<file path="config.mk">
export PLATFORM = sky130hd
export DESIGN_NAME = iq_port_demux
export DESIGN_NICKNAME = d
export VERILOG_FILES = /design/src/rtl/iq_demux_pkg.sv /design/src/rtl/iq_edge_capture.sv /design/src/rtl/iq_fmt_lane.sv /design/src/rtl/iq_pair_assembler.sv /design/src/rtl/iq_port_demux.sv
export SDC_FILE = /design/constraint.sdc
export NUM_CORES = 1
export LEC_CHECK = 0
export ABC_AREA = 0
export BUFFER_PORTS_ARGS = -buffer_cell sky130_fd_sc_hd__buf_2
export CORE_ASPECT_RATIO = 2
export CORE_MARGIN = 4
export CORE_UTILIZATION = 45
export DETAILED_ROUTE_END_ITERATION = 16
export PLACE_DENSITY = 0.68
export SYNTH_ARGS = -nofsm -noshare
export SYNTH_HDL_FRONTEND = slang
export SYNTH_HIERARCHICAL = 1
export SYNTH_SLANG_ARGS = --single-unit
</file>
<file path="constraint.sdc">
create_clock -name clk -period 3.9 [get_ports clk]
set_clock_uncertainty 0.2 [all_clocks]
set_input_delay 0.78 -clock clk [delete_from_list [all_inputs] [get_ports clk]]
set_output_delay 0.78 -clock clk [all_outputs]
set_load 0.01 [all_outputs]
</file>
<file path="src/rtl/iq_demux_pkg.sv">
package iq_demux_pkg;
  parameter int IQ_DW = 12;
  localparam int IQ_LANES = 2;

  typedef enum logic {
    LANE_I = 1'b0,
    LANE_Q = 1'b1
  } lane_e;
endpackage

</file>
<file path="src/rtl/iq_edge_capture.sv">
module iq_edge_capture #(
  parameter int W = 24
) (
  input  logic         clk,
  input  logic         rst_n,
  input  logic         cfg_fall_edge,
  input  logic [W-1:0] pins,
  output logic [W-1:0] cap_word,
  output logic         cap_vld
);
  logic [W-1:0] neg_q;
  logic [W-1:0] cap_d;

  // Half-cycle stage on the falling edge
  always_ff @(negedge clk or negedge rst_n) begin
    if (!rst_n) neg_q <= '0;
    else        neg_q <= pins;
  end

  always_comb begin
    cap_d = cfg_fall_edge ? neg_q : pins;
  end

  always_ff @(posedge clk or negedge rst_n) begin
    if (!rst_n) begin
      cap_word <= '0;
      cap_vld  <= 1'b0;
    end else begin
      cap_word <= cap_d;
      cap_vld  <= 1'b1;
    end
  end
endmodule

</file>
<file path="src/rtl/iq_fmt_lane.sv">
module iq_fmt_lane #(
  parameter int DW = 12
) (
  input  logic          cfg_offset_bin,
  input  logic [DW-1:0] din,
  output logic [DW-1:0] dout
);
  always_comb begin
    dout = {din[DW-1] ^ cfg_offset_bin, din[DW-2:0]};
  end
endmodule

</file>
<file path="src/rtl/iq_pair_assembler.sv">
module iq_pair_assembler #(
  parameter int DW = 12
) (
  input  logic          clk,
  input  logic          rst_n,
  input  logic          cfg_interleave,
  input  logic          cap_vld,
  input  logic          tag_is_i,
  input  logic [DW-1:0] word_a,
  input  logic [DW-1:0] word_b,
  output logic [DW-1:0] out_i,
  output logic [DW-1:0] out_q,
  output logic          out_valid
);
  logic [DW-1:0] hold_q, hold_d;
  logic          have_q, have_d;
  logic [DW-1:0] i_d, q_d;
  logic          vld_d;
  logic          ld_out, ld_hold;

  always_comb begin
    vld_d   = 1'b0;
    ld_out  = 1'b0;
    ld_hold = 1'b0;
    have_d  = have_q;
    i_d     = out_i;
    q_d     = out_q;
    hold_d  = hold_q;
    if (cap_vld) begin
      if (!cfg_interleave) begin
        ld_out = 1'b1;
        i_d    = word_a;
        q_d    = word_b;
        have_d = 1'b0;
      end else if (tag_is_i) begin
        ld_hold = 1'b1;
        hold_d  = word_a;
        have_d  = 1'b1;
      end else if (have_q) begin
        ld_out = 1'b1;
        i_d    = hold_q;
        q_d    = word_a;
        have_d = 1'b0;
      end
    end
    vld_d = ld_out;
  end

  always_ff @(posedge clk or negedge rst_n) begin
    if (!rst_n) begin
      out_i     <= '0;
      out_q     <= '0;
      out_valid <= 1'b0;
      hold_q    <= '0;
      have_q    <= 1'b0;
    end else begin
      out_valid <= vld_d;
      have_q    <= have_d;
      if (ld_out) begin
        out_i <= i_d;
        out_q <= q_d;
      end
      if (ld_hold) hold_q <= hold_d;
    end
  end


  dual_pair_chk: assert property (@(posedge clk) disable iff (!rst_n)
    (cap_vld && !cfg_interleave) |=>
      (out_valid && out_i == $past(word_a) && out_q == $past(word_b)));

  pair_take_chk: assert property (@(posedge clk) disable iff (!rst_n)
    (cap_vld && cfg_interleave && !tag_is_i && have_q) |=>
      (out_valid && out_i == $past(hold_q) && !have_q));

  i_overwrite_chk: assert property (@(posedge clk) disable iff (!rst_n)
    (cap_vld && cfg_interleave && tag_is_i) |=>
      (have_q && hold_q == $past(word_a) && !out_valid));

  lone_q_chk: assert property (@(posedge clk) disable iff (!rst_n)
    (cap_vld && cfg_interleave && !tag_is_i && !have_q) |=> !out_valid);

  hold_out_chk: assert property (@(posedge clk) disable iff (!rst_n)
    !out_valid |-> ($stable(out_i) && $stable(out_q)));

  reset_zero_chk: assert property (@(posedge clk)
    !rst_n |-> (!out_valid && out_i == '0 && out_q == '0));
endmodule

</file>
<file path="src/rtl/iq_port_demux.sv">
module iq_port_demux
  import iq_demux_pkg::*;
#(
  parameter int DW = IQ_DW
) (
  input  logic          clk,
  input  logic          rst_n,
  input  logic          cfg_interleave,
  input  logic          cfg_fall_edge,
  input  logic          cfg_offset_bin,
  input  logic [DW-1:0] lane_a,
  input  logic [DW-3:0] lane_b,
  input  logic          tag_pin,
  input  logic          alt_pin,
  output logic [DW-1:0] out_i,
  output logic [DW-1:0] out_q,
  output logic          out_valid
);
  localparam int PW = IQ_LANES * DW;

  logic [1:0]    rst_sync;
  logic          rst_int_n;
  logic [PW-1:0] pins;
  logic [PW-1:0] cap_word;
  logic          cap_vld;
  logic [PW-1:0] conv_word;

  always_ff @(posedge clk or negedge rst_n) begin
    if (!rst_n) rst_sync <= 2'b00;
    else        rst_sync <= {rst_sync[0], 1'b1};
  end
  assign rst_int_n = rst_sync[1];

  assign pins = {tag_pin, alt_pin, lane_b, lane_a};

  iq_edge_capture #(.W(PW)) u_cap (
    .clk           (clk),
    .rst_n         (rst_int_n),
    .cfg_fall_edge (cfg_fall_edge),
    .pins          (pins),
    .cap_word      (cap_word),
    .cap_vld       (cap_vld)
  );

  for (genvar g = 0; g < IQ_LANES; g++) begin : g_lane
    iq_fmt_lane #(.DW(DW)) u_fmt (
      .cfg_offset_bin (cfg_offset_bin),
      .din            (cap_word[g*DW +: DW]),
      .dout           (conv_word[g*DW +: DW])
    );
  end

  iq_pair_assembler #(.DW(DW)) u_asm (
    .clk            (clk),
    .rst_n          (rst_int_n),
    .cfg_interleave (cfg_interleave),
    .cap_vld        (cap_vld),
    .tag_is_i       (cap_word[PW-1]),
    .word_a         (conv_word[LANE_I*DW +: DW]),
    .word_b         (conv_word[LANE_Q*DW +: DW]),
    .out_i          (out_i),
    .out_q          (out_q),
    .out_valid      (out_valid)
  );
endmodule

</file>
* Yosys cells after proc, flatten, opt, wreduce, memory -nomap -nowiden *
Index checks and enable logic that the tools add are counted.

cells by class
  $lt $le $gt $ge = 0
  muxes and demuxes = 14
  add/subtract/negate cells = 0
  shift operators = 0
  $mul = 0
  equality and inequality tests = 2
  divide/modulo/power cells = 0
  reductions and logical operators = 2
  bitwise operators = 2

operators with widths
  cell                number
  $mux 12             6
  $mux 24             1
  $reduce_and 4->1    2
  $mux 1              7
  $ne 2x1->1 const B  1
  $ne 2x2->1 const B  1
  $xor 1x1->1         2

storage, ports and cells
  ROM bits = 0
  word-level logic and storage cells = 29
  flip-flop bits (word level) = 89
  output and inout bits = 25
  bits in writable memories = 0
  latch bits = 0
  memories kept = 0

* Logic depth before layout (Yosys ltp) *
Gate-level depths: netlist of the first run.

  word-level depth = 5
  gate-level depth with buffers = 4

* Hierarchy *
The synthesis of the first run kept the hierarchy.

modules (own cells, without submodules)
  module             seq. area each (um2)  area an instance (um2)  times used  cells each
  iq_pair_assembler  950.9                 1,762.9                 1           109
  iq_edge_capture    1,226.2               1,626.6                 1           77
  iq_fmt_lane        0.0                   91.3                    2           12
  iq_port_demux      50.0                  53.8                    1           3

==> summary.md, run 1 <==
| Metric | Value |
|---|---|
| CTS Buf Count | 9 |
| Clk buf depth | 2 |
| RD Place Congestion | approximately 0.71 |
| Core ar. | 7890 sq um |
| # H-tree levels | 3 |
| # Max-Cap Violations | 0 |
| WS Path Type | reg -> reg |
| CP Data Required Time | 3910 ps |
| DIE AREA | 9650 sq um |
| Combinational family with the most area after synthesis | multiplexers |
| Startpoint types | register |
| Critical path, cell by cell | mux2_2 |
| Grt total ovfl | 0 |
| Ys Warns | 6 |
| Initial antenna violation count | 0 |
| Vias post-DR | ~1,700 |
| Simple-gate share of the synthesized area | 0.00518 |
| Vias in the first global route | 1,830 |
| Antenna diodes | 0 |
| Status | completed |
| Buffers on Ports | 53 |
| Total GRT Usage | 0.122 |
| HPWL reported at the end of detailed placement | ~3600 um |
| Power density cells | 558 nW/um^2 |
| CTS Hold Bufs | 0 |
| Slew margin rel. | 0.523 |
| Post-synth cell types | 15 |
| Pre-antenna DRT Iters | 2 |
| IR drop worst, VDD | ~0.39 mV |
| Avg Synthesized Cell Area | about 17 sq um |
| Row count | 46 |
| Post-Syn Area | 3630 sq um |
| Compound-Gate Fraction of Synth Area | 0.00656 |
| Post_cts resized | 0 |
| CTS Sinks | just under 90 |
| Post-Synth Adder-Cell Area | 0 |
| Crit path buf inv count | 0 |
| Remaining antenna violation count | 0 |
| Static Leak | 1.87 nW |
| Worst Path Arrival | 2880 ps |
| Die Wd | approximately 70 um |
| FF+latch count, synth | 89 |
| Net count after synthesis | between 200 and 250 |
| Layout cells sized above 1 | 0.611 |
| Nets | approximately 280 |
| Die Span Y | 135 um |
| CTS tree | yes |
| Sequential fraction of the synthesis area | 0.614 |
| Starting Density | 0.460 |
| Post-Synth XOR/XNOR Area | 0.00483 |
| RSZ-0062 raised after global routing | false |
| Layout area overhead | 10.9% |
| DRC viols | 0 |
| Critical Path Sink Type | register |
| Mux share of post-synthesis cell area | 0.287 |
| Max Transition Viols Final | 0 |
| Slowest cell delay on critical path | 330 ps |
| Final Hold Fails | 0 |
| Critical path's top delay family | flip-flops |
| Setup bufs post-CTS | 0 |
| Global-route wire length before repair | between 9000 and 10,000 um |
| Final setup fails | 0 |
| Setup TNS | 0 ps |
| Most common cell after layout, fill and taps aside | dfrtp_1 |
| Slew @ Worst Pin | 716 ps |
| Power Total | approximately 2.2 mW |
| Root Driver | clkbuf_16 |
| WL final | a little over 5000 um |
| Clk pin slew, worst setup/hold paths | around 60 ps |
| WL/cell | 14.9 um |
| Worst Hold Class | in -> async |
| Critical path fanouts, max | 1 |
| Most frequent cells in the layout | dfrtp_1, mux2_2, buf_2 |
| Fill cells | 657 |
| Largest net degree at the start of global routing | slightly below 50 |
| DRT iter0 DRCs | 29 |
| Post-synthesis cell count | roughly 210 |
| Io pins | 54 |
| Worst path slowest cell | dfrtn_1 |
| Clock latency on the worst-skew pair | roughly 330 ps |
| Vias per cell | about 4.8 |
[cell families after synthesis]
kind of cell / count (synthesis)
multiplexers: 84
other: 2
XOR/XNOR: 2
AO/OA/AOI/OAI: 2
buffers and inverters: 32
AND/OR/NAND/NOR: 2
flip-flops: 89
[flip-flops by register name, summed over array words and instances (netlist names)]
| register | count |
|---|---|
| u_asm/hold_q | 12 |
| u_cap/neg_q | 24 |
| u_asm/out_valid | 1 |
| rst_sync | 2 |
| u_asm/have_q | 1 |
| u_cap/cap_word | 24 |
| u_asm/out_i | 12 |
| u_asm/out_q | 12 |
| u_cap/cap_vld | 1 |
[routing by layer]
layer  routed length (um)  part of all wire  global-route usage  up-vias
met5                    0                 0                   0        -
met4                  112             0.022              0.0596        0
met3                  307             0.059              0.0402        9
met2                 2660              0.51               0.191       39
met1                 2120              0.41               0.151      844
li1                     -                 -                   -      776
[cell type report]
type,instances,area (sq um),share of cell area
inverters,1,3.75,0.000934
multi-input cells,92,1110,0.275
repair buffers,55,280,0.0697
well taps,96,120,0.0299
clock buffers,15,278,0.0691
flip-flops and latches,89,2230,0.555
[stage by stage]
stage           util  std cells  setup WS, ps  instance area, sq um  hold WS (ps)
5_1_grt        0.510        348           960                  4020          16.6
4_1_cts        0.510        348          1030                  4020          16.5
3_5_place_dp   0.475        333           701                  3740           142
2_1_floorplan      -        213           347                  3630           131
6_report       0.510        348          1030                  4020          28.8
3_3_place_gp   0.475        333           703                  3740           138
[cells in the mapped netlist]
library cell  instances  area share
buf_12                2       0.011
buf_8                 2      0.0083
o21ai_0               1      0.0014
conb_1                2      0.0021
dfrtp_1              65        0.45
dfrtn_1              24        0.17
mux2_4               25        0.10
nand2b_4              1      0.0038
buf_4                23       0.048
inv_1                 1      0.0010
mux2_2               59        0.18
a21boi_4              1      0.0052
xor2_1                2      0.0048
buf_6                 4       0.012
nand3_1               1      0.0014
[path summary, 6_finish.rpt]
kind	startpoint	endpoint	slack (ps)	cells past startpoint
max reg2reg	u_cap/neg_q[21]	u_cap/cap_word[21]	1030	1
max in group asynchronous	rst_sync[1]	u_cap/neg_q[20]	1100	0
min in group clk	rst_sync[0]	rst_sync[1]	150	0
min reg2reg	rst_sync[1]	u_asm/out_q[10]	130	0
max	u_cap/neg_q[21]	u_cap/cap_word[21]	1030	1
min	rst_n	rst_sync[1]	30	1
[report_power, final]
part           internal (mW)  leakage, nW  switching (mW)  total (mW)
clock network          0.481        0.136           0.312       0.793
registers               1.05         1.04          0.0659        1.12
logic                  0.197        0.694           0.133       0.330
total                   1.73         1.87           0.511        2.24
(Power assumes the default switching activity.)
==> inputs of run 2 (changes only) <==
Settings changed: PLACE_DENSITY 0.68 to 0.71.
Clock period 3.9 ns to 2.6 ns, I/O delays scaled along.
==> summary.md, run 2 (synthesized netlist as in run 1, its figures left out) <==
| Metric | Value |
|---|---|
| Critical path, cell by cell | mux2_4 |
| Io pins | 54 (unchanged) |
| Remaining antenna violation count | 0 (unchanged) |
| Slew @ Worst Pin | 638 ps (-77.9 ps) |
| R2r endpoint | u_cap/cap_word[4] |
| Power density cells | 825 nW/um^2 (+48%) |
| Worst Path Arrival | 2220 ps (-660 ps) |
| Global-route wire length before repair | 9410 um (+3.6%) |
| Crit path buf inv count | 0 (unchanged) |
| Row count | 46 (unchanged) |
| Antenna diodes | 0 (unchanged) |
| Clk buf depth | 2 (unchanged) |
| Worst-case reg-to-reg path depth | 1 (unchanged) |
| IR drop worst, VDD | 0.551 mV (+42%) |
| Final Hold Fails | 0 (unchanged) |
| Nets | 282 (+1.8%) |
| Clock share of power | 0.349 (-0.005) |
| Critical Path Sink Type | register |
| Vias in the first global route | 1,914 (+4.6%) |
| Critical path's top delay family | flip-flops |
| Initial antenna violation count | 0 (unchanged) |
| P_int | 2.58 mW (+49%) |
| Most frequent cells in the layout | dfrtp_1, mux2_2, buf_2 |
| DIE AREA | 9650 sq um (unchanged) |
| Combinational Power Share | 0.150 (+0.003) |
| CP Data Required Time | 2610 ps (-1300 ps) |
| Critical Path Sink | u_cap/cap_word[4] |
| Setup TNS | 0 ps (unchanged) |
| Crit. path cell count | 1 (unchanged) |
| WS Path Type | reg -> reg |
| # H-tree levels | 3 (unchanged) |
| Critical path fanouts, max | 1 (unchanged) |
| Sw frac | 0.233 (+0.00539) |
| Core ar. | 7890 sq um (unchanged) |
| Pre-antenna DRT Iters | 4 (+2) |
| Worst path slowest cell | dfrtn_1 |
| Layout Cells excl Fill | 354 (+1.7%) |
| DRC viols | 0 (unchanged) |
| RSZ-0062 raised after global routing | false |
| Slowest cell delay on critical path | 330 ps (about the same) |
| Final setup fails | 0 (unchanged) |
| Largest registers | u_cap/cap_word x24, u_cap/neg_q x24 |
| Seq pwr share | 0.500 (about the same) |
| CTS tree | yes |
| HPWL reported at the end of detailed placement | 3760 um (+3.8%) |
| Launch point of the worst path | u_cap/neg_q[4] |
| # Max-Cap Violations | 0 (unchanged) |
| Worst R2R Setup Slack | 390 ps (-640 ps) |
| CTS Buf Count | 9 (unchanged) |
| Static Leak | 1.91 nW (+1.9%) |
| Die Span Y | 135 um (unchanged) |
| Status | completed |
| Slew margin rel. | 0.573 (+0.0508) |
| Worst Hold Class | reg -> async |
| Vias per cell | 4.71 (-1.8%) |
| Largest net degree at the start of global routing | 41 (-16%) |
| Fill cells | 635 (-3.3%) |
| Die Wd | 71.5 um (unchanged) |
| Cells after DPL | 337 (+1.2%) |
| Layout area overhead | 12.6% |
| Root Driver | clkbuf_16 |
| Clk pin slew, worst setup/hold paths | 60 ps (about the same) |
| Grt total ovfl | 0 (unchanged) |
| WL final | 5240 um (+0.79%) |
| Vias post-DR | 1,666 (-0.12%) |
| Total GRT Usage | 0.128 (+0.00556) |
| Starting Density | 0.460 (unchanged) |
| WL/cell | 14.8 um (-0.92%) |
| Area of the multi-input gates | 1110 sq um (unchanged) |
| Layout cells sized above 1 | 0.620 (+0.00904) |
| Most common cell after layout, fill and taps aside | dfrtp_1 |
| Max Transition Viols Final | 0 (unchanged) |
| Startpoint types | register |
| DRT iter0 DRCs | 48 (+66%) |
| Sw power | 785 uW (+54%) |
| Buffers on Ports | 53 (unchanged) |
| RD Place Congestion | 0.729 (+3.3%) |
| Setup bufs post-CTS | 0 (unchanged) |
| Clock latency on the worst-skew pair | 340 ps (about the same) |
| Worst r2r src | u_cap/neg_q[4] |
| Register area | 2230 sq um (unchanged) |
| CTS Sinks | 89 (unchanged) |
| Post_cts resized | 0 (unchanged) |
-- run 2: how the worst min path moves through the flow --
stage	slack (ps)	from	endpoint
2_1_floorplan	20	rst_n	rst_sync[0]
3_3_place_gp	100	rst_n	rst_sync[0]
3_5_place_dp	110	rst_n	rst_sync[0]
4_1_cts	120	rst_sync[1]	u_asm/out_q[9]
5_1_grt	160	rst_sync[1]	u_cap/cap_word[10]
6_report	100	rst_sync[1]	u_cap/cap_word[10]
-- run 2: routing by layer --
metal / global-route usage / vias to the layer above / part of all wire
li1: - / 788 / -
met1: 0.148 / 836 / 0.40
met2: 0.208 / 33 / 0.52
met3: 0.0447 / 9 / 0.055
met4: 0.0628 / 0 / 0.025
met5: 0 / - / 0
-- run 2: area by class of cell --
class,instances,area share
inverters,1,0.000919
multi-input cells,92,0.271
flip-flops and latches,89,0.546
clock buffers,13,0.0637
repair buffers,60,0.0846
clock inverters,3,0.00368
well taps,96,0.0294
-- run 2: power groups by stage --
stage                     Clock [mW]  Sequential, mW  Combinational (mW)
final                           1.18            1.68               0.507
after global routing            1.28            1.72               0.554
after detailed placement           0            1.72               0.516
after floorplan                    0            1.74               0.333
after global placement             0            1.71               0.504
after CTS                       1.22            1.69               0.519
-- run 2: per-stage QoR --
step | area (sq um) | util | setup slack, ps | hold WS (ps) | total power [mW]
3_3_place_gp | 3800 | 0.482 | 316 | 105 | 2.21
4_1_cts | 4080 | 0.518 | 386 | 124 | 3.43
5_1_grt | 4080 | 0.518 | 373 | 159 | 3.55
3_5_place_dp | 3800 | 0.482 | 308 | 108 | 2.23
2_1_floorplan | 3630 | - | 193 | 24.4 | 2.08
6_report | 4080 | 0.518 | 390 | 103 | 3.37
-- run 2: timing repair --
action | CTS | global route
hold endpoints to repair | 2 | 0
hold buffers | 1 | 0
setup endpoints to repair | 0 | 0
